===== src/rtl/lag_pkg.sv =====
package lag_pkg;
  localparam int XLEN = 32;

  typedef enum logic [2:0] {
    AM_IND  = 3'd0,
    AM_IDX  = 3'd1,
    AM_FRM  = 3'd2,
    AM_STK  = 3'd3,
    AM_POP  = 3'd4
  } amode_e;

  typedef enum logic [1:0] {
    SZ_BYTE = 2'd0,
    SZ_HALF = 2'd1,
    SZ_WORD = 2'd2,
    SZ_WRD3 = 2'd3
  } asize_e;

  typedef struct packed {
    logic [XLEN-1:0] addr;
    logic [1:0]      size;
    logic            sp_we;
    logic [XLEN-1:0] sp_next;
  } agen_res_t;

  typedef struct packed {
    logic [XLEN-1:0] data;
    logic            flg_we;
    logic [3:0]      flg;
  } ldfmt_res_t;
endpackage


===== src/rtl/lag_stage.sv =====
module lag_stage #(
  parameter int W = 8
) (
  input  logic         clk,
  input  logic         rst_n,
  input  logic         in_valid,
  output logic         in_ready,
  input  logic [W-1:0] in_data,
  output logic         out_valid,
  input  logic         out_ready,
  output logic [W-1:0] out_data
);
  logic         vld_q;
  logic [W-1:0] dat_q;

  assign in_ready  = !vld_q || out_ready;
  assign out_valid = vld_q;
  assign out_data  = dat_q;

  always_ff @(posedge clk or negedge rst_n) begin
    if (!rst_n) begin
      vld_q <= 1'b0;
    end else if (in_ready) begin
      vld_q <= in_valid;
    end
  end

  always_ff @(posedge clk) begin
    if (in_valid && in_ready) begin
      dat_q <= in_data;
    end
  end
endmodule


===== src/rtl/lag_addr_calc.sv =====
module lag_addr_calc
  import lag_pkg::*;
#(
  parameter int OFF_W    = 8,
  parameter int STK_W    = 4,
  parameter int POP_STEP = 4
) (
  input  logic [2:0]      mode,
  input  logic [1:0]      size,
  input  logic [XLEN-1:0] rj,
  input  logic [XLEN-1:0] r13,
  input  logic [XLEN-1:0] r14,
  input  logic [XLEN-1:0] r15,
  input  logic [OFF_W-1:0] off,
  output agen_res_t       res
);
  localparam int SEXT_W = XLEN - OFF_W;
  localparam int ZEXT_W = XLEN - STK_W;

  logic [XLEN-1:0] off_sext;
  logic [XLEN-1:0] off_scaled;
  logic [XLEN-1:0] stk_disp;

  assign off_sext = {{SEXT_W{off[OFF_W-1]}}, off};
  assign stk_disp = {{ZEXT_W{1'b0}}, off[STK_W-1:0]} << 2;

  always_comb begin
    unique case (asize_e'(size))
      SZ_BYTE: off_scaled = off_sext;
      SZ_HALF: off_scaled = off_sext << 1;
      default: off_scaled = off_sext << 2;
    endcase
  end

  always_comb begin
    res.addr    = rj;
    res.size    = size;
    res.sp_we   = 1'b0;
    res.sp_next = r15;
    case (mode)
      AM_IDX: res.addr = r13 + rj;
      AM_FRM: res.addr = r14 + off_scaled;
      AM_STK: begin
        res.addr = r15 + stk_disp;
        res.size = SZ_WORD;
      end
      AM_POP: begin
        res.addr    = r15;
        res.size    = SZ_WORD;
        res.sp_we   = 1'b1;
        res.sp_next = r15 + XLEN'(POP_STEP);
      end
      default: res.addr = rj;
    endcase
  end
endmodule


===== src/rtl/lag_extend.sv =====
module lag_extend
  import lag_pkg::*;
#(
  parameter int FLG_W = 4
) (
  input  logic [XLEN-1:0] data,
  input  logic [1:0]      size,
  input  logic [1:0]      lane,
  input  logic            to_flags,
  output ldfmt_res_t      res
);
  localparam int NLANE = XLEN / 8;
  localparam int HALF  = XLEN / 2;

  logic [7:0]      lane_byte [NLANE];
  logic [XLEN-1:0] byte_ext;
  logic [XLEN-1:0] half_ext;

  // big-endian: lane 0 is the most significant byte
  for (genvar g = 0; g < NLANE; g++) begin : g_lane
    assign lane_byte[g] = data[XLEN-1-8*g -: 8];
  end

  assign byte_ext = {{(XLEN-8){1'b0}}, lane_byte[lane]};
  assign half_ext = lane[1] ? {{HALF{1'b0}}, data[HALF-1:0]}
                            : {{HALF{1'b0}}, data[XLEN-1:HALF]};

  always_comb begin
    unique case (asize_e'(size))
      SZ_BYTE: res.data = byte_ext;
      SZ_HALF: res.data = half_ext;
      default: res.data = data;
    endcase
    res.flg_we = to_flags;
    res.flg    = to_flags ? data[FLG_W-1:0] : '0;
  end
endmodule


===== src/rtl/load_addr_gen.sv =====
module load_addr_gen
  import lag_pkg::*;
#(
  parameter int OFF_W    = 8,
  parameter int STK_W    = 4,
  parameter int POP_STEP = 4
) (
  input  logic             clk,
  input  logic             rst_n,
  input  logic             req_valid,
  output logic             req_ready,
  input  logic [2:0]       req_mode,
  input  logic [1:0]       req_size,
  input  logic [XLEN-1:0]  req_rj,
  input  logic [XLEN-1:0]  req_r13,
  input  logic [XLEN-1:0]  req_r14,
  input  logic [XLEN-1:0]  req_r15,
  input  logic [OFF_W-1:0] req_off,
  output logic             a_valid,
  input  logic             a_ready,
  output logic [XLEN-1:0]  a_addr,
  output logic [1:0]       a_size,
  output logic             a_r15_we,
  output logic [XLEN-1:0]  a_r15_next,
  input  logic             rsp_valid,
  output logic             rsp_ready,
  input  logic [XLEN-1:0]  rsp_data,
  input  logic [1:0]       rsp_size,
  input  logic [1:0]       rsp_lane,
  input  logic             rsp_to_flags,
  output logic             ld_valid,
  input  logic             ld_ready,
  output logic [XLEN-1:0]  ld_data,
  output logic             ld_flags_we,
  output logic [3:0]       ld_flags
);
  localparam int AW = $bits(agen_res_t);
  localparam int LW = $bits(ldfmt_res_t);

  agen_res_t  agen_d, agen_q;
  ldfmt_res_t fmt_d,  fmt_q;

  lag_addr_calc #(
    .OFF_W(OFF_W), .STK_W(STK_W), .POP_STEP(POP_STEP)
  ) u_calc (
    .mode(req_mode), .size(req_size), .rj(req_rj), .r13(req_r13),
    .r14(req_r14), .r15(req_r15), .off(req_off), .res(agen_d)
  );

  lag_stage #(.W(AW)) u_astage (
    .clk(clk), .rst_n(rst_n),
    .in_valid(req_valid), .in_ready(req_ready), .in_data(agen_d),
    .out_valid(a_valid), .out_ready(a_ready), .out_data(agen_q)
  );

  lag_extend #(.FLG_W(4)) u_ext (
    .data(rsp_data), .size(rsp_size), .lane(rsp_lane),
    .to_flags(rsp_to_flags), .res(fmt_d)
  );

  lag_stage #(.W(LW)) u_lstage (
    .clk(clk), .rst_n(rst_n),
    .in_valid(rsp_valid), .in_ready(rsp_ready), .in_data(fmt_d),
    .out_valid(ld_valid), .out_ready(ld_ready), .out_data(fmt_q)
  );

  assign a_addr      = agen_q.addr;
  assign a_size      = agen_q.size;
  assign a_r15_we    = agen_q.sp_we;
  assign a_r15_next  = agen_q.sp_next;
  assign ld_data     = fmt_q.data;
  assign ld_flags_we = fmt_q.flg_we;
  assign ld_flags    = fmt_q.flg;
endmodule


===== config.mk =====
export PLATFORM = sky130hd
export DESIGN_NAME = load_addr_gen
export DESIGN_NICKNAME = d
export VERILOG_FILES = /design/src/rtl/lag_pkg.sv /design/src/rtl/lag_stage.sv /design/src/rtl/lag_addr_calc.sv /design/src/rtl/lag_extend.sv /design/src/rtl/load_addr_gen.sv
export SDC_FILE = /design/constraint.sdc
export NUM_CORES = 1
export LEC_CHECK = 0
export BUFFER_PORTS_ARGS = -buffer_cell sky130_fd_sc_hd__buf_2
export CAP_MARGIN = 20
export CORE_MARGIN = 2
export CORE_UTILIZATION = 30
export DETAILED_ROUTE_END_ITERATION = 12
export MAX_ROUTING_LAYER = met4
export SYNTH_ARGS = -nofsm -noshare
export SYNTH_HDL_FRONTEND = slang
export SYNTH_SLANG_ARGS = --single-unit

===== constraint.sdc =====
create_clock -name clk -period 5 [get_ports clk]
set_input_delay 0.25 -clock clk [delete_from_list [all_inputs] [get_ports clk]]
set_output_delay 0.25 -clock clk [all_outputs]
set_load 0.1 [all_outputs]

* Yosys cells after proc, flatten, opt, wreduce, memory -nomap -nowiden
Index checks and enable logic that the tools add are counted.
** Operators by class
- Add/subtract/negate cells :: 4
- Order comparisons :: 1
- Equality and inequality tests :: 6
- Multiplexer cells :: 8
- Bitwise gates (word level) :: 1
- Reductions and logical operators :: 9
** Operator list (count)
- 32-bit one-hot mux with 4 select lines :: 1
- 32-bit adder :: 2
- 32-bit one-hot mux with 2 select lines :: 1
- 33-bit 2-to-1 mux :: 1
- 32-bit by 3-bit adder with 32-bit output, second input constant :: 1
- 32-bit by 6-bit adder with 32-bit output :: 1
- 9-bit one-hot mux with 2 select lines :: 1
- 8-bit binary-select mux with 2-bit select :: 1
- 16-bit 2-to-1 mux :: 1
- 8-bit 2-to-1 mux :: 2
- 3-bit by 2-bit equality test with 1-bit output, second input constant :: 2
- 2-bit by 1-bit equality test with 1-bit output, second input constant :: 2
- 2-bit logical NOT :: 2
- 3-bit by 1-bit equality test with 1-bit output, second input constant :: 1
- 3-bit equality test, second input constant :: 1
- 3-bit greater-or-equal comparator, second input constant :: 1
- 2-bit inverter with 3-bit output :: 1
- 1-bit logical AND :: 2
- 1-bit logical NOT :: 2
- 1-bit logical OR :: 2
- 2-bit OR reduction :: 1
** Storage, ports and cells
- Bits in registers :: 106
- Input port bits :: 184
- Output and inout port bits :: 108
- Word-level logic and storage cells :: 35

* Longest topological paths before layout
- Depth after elaboration :: 5
- Gate-level depth with buffers :: 14
- Depth with buffers taken out :: 13

* Cells and area by module
Synthesis repeated with hierarchy kept, for this count alone.
** Unflattened totals
- Cells, all modules :: 1148
- Area total of the unflattened synthesis :: 10062.2 µm²
** By module, submodules not included
- lag_addr_calc :: instances 1, cells each 962, area each 6302.3 µm², seq. area each 0.0 µm²
- lag_stage (u_astage) :: instances 1, cells each 71, area each 2065.7 µm², seq. area each 2037.0 µm²
- lag_stage (u_lstage) :: instances 1, cells each 41, area each 1164.9 µm², seq. area each 1136.1 µm²
- lag_extend :: instances 1, cells each 74, area each 529.3 µm², seq. area each 0.0 µm²

* Least setup slack after synthesis
OpenSTA, ideal clock, no wires.
- Path kind :: register to register
- Start :: register u_astage.vld_q, in the netlist u_astage.out_valid
- End :: register u_astage.dat_q[0], in the netlist u_astage.out_data[0], enable pin
- Library setup time :: 0.432 ns
- Data arrival time :: 3.355 ns
- Data required time :: 4.568 ns
- Path slack :: 1.213 ns
- Stages on the path, launching flop included :: 3
- Buffers on the path :: 0
- Period minus slack after synthesis :: 3.787 ns
- Cell sequence :: dfrtp_1 nand2b_1 and2_1
** Between the ends
- Cells in the longest elaborated chain, start to end :: 3
** Ends and longest elaborated chain
- start: declaration :: line lag_stage.sv:13 : logic vld_q;
- start signal: assignment :: line lag_stage.sv:24 : vld_q <= in_valid;
- 1-bit logical NOT :: line lag_stage.sv:16 : assign in_ready = !vld_q || out_ready;
- 1-bit logical OR :: line lag_stage.sv:16
- via req_ready :: line load_addr_gen.sv:11 : output logic req_ready,
- 1-bit logical AND :: line lag_stage.sv:29 : if (in_valid && in_ready) begin
- end signal: assignment :: line lag_stage.sv:30 : dat_q <= in_data;
- end: declaration :: line lag_stage.sv:14 : logic [W-1:0] dat_q;
The timed path passes the listed nets, and every way through them passes these cells.
A chain may end at the register's enable or synchronous reset.

==> key figures <==
Run status
  – Status: complete, no violations

CTS
  – CTS tree: built
  – Clock root cell: clkbuf_16
  – Worst-skew pair later-pin latency: 370 ps
  – Clock-pin transition on the worst setup and hold timing paths: ~100 ps
  – # clock sinks: about 110
  – Resized cells post-CTS: 0
  – Clk buf depth: 2
  – H-tree levels: 3
  – Num CTS Buffers: 9

Power and ir drop
  – Maximum VDD drop: 0.000161 V
  – Clock share of power: around a quarter
  – Reg power frac: 32.9%
  – P per Cell Area: about 280 nW/um2
  – Sw frac: between 40% and 50%
  – Int Power: roughly 1900 uW
  – NetSw: roughly 1400 uW
  – Logic gate share of total power: a little over two fifths
  – LEAKAGE: 0.00502 uW

Synthesis
  – Synthesized Nets: ~1400
  – Unique masters post-synth: 73
  – Synth top area share: around a third
  – Most frequent cells after synthesis: nand2_1, edfxtp_1, a21oi_1
  – Number of synthesized flops with an enable pin: 104
  – Most common flop cell mapped by yosys: edfxtp_1
  – Share of the yosys chip area belonging to registers: between 30% and 40%
  – Yosys warnings: 0
  – Async SR Flop Fraction: under 10%
  – Mapped Avg Cell Area: about 8.8 um2
  – Cell count after synthesis: 1096
  – Count leader, synth: nand2_1
  – Area contributors post-synth: edfxtp_1, ha_1, xnor2_1
  – Mapped Area: between 9000 and 10000 um2
  – Synthesized flop and latch total: around 110
  – Area leader, netlist: edfxtp_1

Routing
  – Routed via count: ~9600
  – First-iteration detailed-routing DRC count: around 870
  – Vias/cell: 5.42
  – Antenna viol nets, final: 0
  – Total wire length: 35100 um
  – Initial DRT Pass Iterations: 5
  – DR DRC count: 0
  – Drt wl/cell: approximately 20 um

Die
  – Die ar.: roughly 34000 um2
  – Die span in y: around 180 um
  – Die Wd: 183 um
  – # rows: between 60 and 70
  – Initial Util: between 30 and 40%
  – Io pins: 292
  – Floorplan core area: 31600 um2

Final layout
  – Nets@finish: 1616
  – Area delta synth->final: 22.6%
  – Layout cell share with drive strength beyond 1: between 20% and 30%
  – Finished Cell Area: ~12000 um2

Setup path
  – CP Capture Type: flip-flop
  – Critical Path Fanout Max: 25
  – Req. time, crit path: 5090 ps
  – Startpoint types: input pin
  – Worst Path Arrival: between 3000 and 4000 ps
  – CP Class: in2reg

Timing
  – Final-report max-slew violation count: 0
  – Slew HR: 31.8%
  – Least-Margin Pin Slew: between 1000 and 1500 ps
  – Setup repair after global routing missed its margin: no
  – Final TNS setup: 0 ps
  – Max Clock Freq: 293 MHz
  – Clk_skew: between 10 and 15 ps
  – Final hold violations: 0
  – Final Cycle Share: around two thirds
  – Final min period: around 3400 ps
  – # setup viols final: 0

GRT
  – Grt total ovfl: 0
  – Overall global routing resource usage: 20.9%
  – Initial antenna violation count: 3
  – Largest net degree at the start of global routing: 68
  – First-pass GRT wire length: 52100 um
  – Vias in the first global route: approximately 9100

Worst hold path
  – Worst Hold Class: in2reg

Job
  – Max-cap violations: 0

Placed design
  – Routability cong.: 0.916
  – Post-placement cell area: 11500 um2
  – Port bufs: around 290
  – Dpl hpwl: between 20000 and 30000 um
==> area by class of cell <==
type	count	area (um2)
clock inverter	7	95.1
fill	3301	19800
antenna	4	10.0
clock buffer	9	225
sequential	106	3170
timing repair buffer	302	1540
multi-input combinational	915	6200
tap	402	503
inverter	23	86.3
==> per-stage QoR <==
| step | hold WS, ps | std cells | setup WS (ps) | total power [uW] | util [%] |
|---|---|---|---|---|---|
| after floorplan | -45.6 | 1096 | 1210 | 2110 | - |
| after global placement | 37.0 | 1747 | 1270 | 2450 | 36.3 |
| after detailed placement | 37.7 | 1747 | 1220 | 2460 | 36.3 |
| after CTS | 74.8 | 1764 | 1640 | 3280 | 37.4 |
| after global routing | 73.1 | 1767 | 1300 | 3410 | 37.4 |
| final | 94.9 | 1768 | 1590 | 3260 | 37.4 |
==> per-layer routing <==
metal	up-vias	wire, um	track usage (%)
li1	4624	-	-
met1	4440	15400	27.4
met2	464	15900	32.8
met3	55	2760	3.51
met4	0	911	6.53
met5	-	0	-
==> cells by family after synthesis <==
kind of cell               share of synthesized area (%)
and+or+nand+nor                                     17.1
xor gates and xnor gates                            9.80
adders and majority gates                           9.95
DFF                                                 32.9
buffers and inverters                               2.97
AOI/OAI and AO/OA                                   23.6
muxes                                               3.75
==> layout by cell type, fill, tap and decap left out, types with 5 or more instances in the layout <==
cell type | synthesis | layout
a211oi_1 | 10 | 10
xor2_1 | 42 | 42
and3_1 | 14 | 14
nand3_1 | 28 | 28
a22o_1 | 10 | 10
a22oi_1 | 14 | 14
nor3_1 | 23 | 23
buf_2 | 4 | 291
o21ai_1 | 9 | 9
xnor2_1 | 66 | 66
nor2b_1 | 6 | 6
mux2_2 | 13 | 13
o21a_1 | 5 | 5
o22ai_1 | 15 | 15
buf_4 | 0 | 10
nand4_1 | 19 | 19
or3_1 | 7 | 7
nand2b_1 | 14 | 14
a221oi_1 | 7 | 7
a21oi_1 | 94 | 94
o21ai_0 | 74 | 74
inv_1 | 22 | 22
o21bai_1 | 10 | 10
a31oi_1 | 15 | 15
and2_1 | 25 | 24
a21o_1 | 34 | 34
a21boi_0 | 5 | 5
mux2i_1 | 17 | 17
nor2_1 | 81 | 80
ha_1 | 72 | 72
o211ai_1 | 7 | 7
nand2_1 | 116 | 116
clkbuf_16 | 0 | 9
edfxtp_1 | 104 | 104
==> final timing paths <==
kind / to / from / cells after the start / slack (ps)
max: u_astage.out_data[57] / req_off[7] / 13 / 1590
min: u_astage.out_data[0] / req_r15[0] / 1 / 90
max reg2reg: u_astage.out_data[46] / u_astage.out_valid / 2 / 3250
min reg2reg: u_lstage.out_valid / u_lstage.out_valid / 2 / 540
max in group asynchronous: u_lstage.out_valid / rst_n / 2 / 4700
min in group asynchronous: u_astage.out_valid / rst_n / 2 / 210
==> state kept, by name (all words and copies together), names as in the netlist <==
name / cells
u_lstage.out_valid: 1
u_astage.out_data: 67
u_astage.out_valid: 1
u_lstage.out_data: 37
==> power by group through the flow <==
stage                     sequential, uW  combinational [uW]  clock [uW]
after global routing                1080                1470         861
after global placement              1100                1350           0
final                               1070                1380         813
after detailed placement            1100                1360           0
after CTS                           1080                1370         834
after floorplan                     1510                 598           0
==> worst max-delay path, cell delays in order <==
cell and delay [ps]:
buf_2 370, mux2i_1 120, o21ai_0 190, ha_1 320, a21o_1 210, or3_1 310
o21ai_1 320, o21ai_1 160, o41ai_2 460, xor2_1 220, nor2_1 60, a2111oi_0 410
a211oi_1 90
==> repair_timing <==
item / 4_1_cts / 5_1_grt
hold buffers: 1 / 0
setup buffers: 0 / 0
endpoints found under the hold margin: 2 / 0
(Power assumes the default switching activity.)
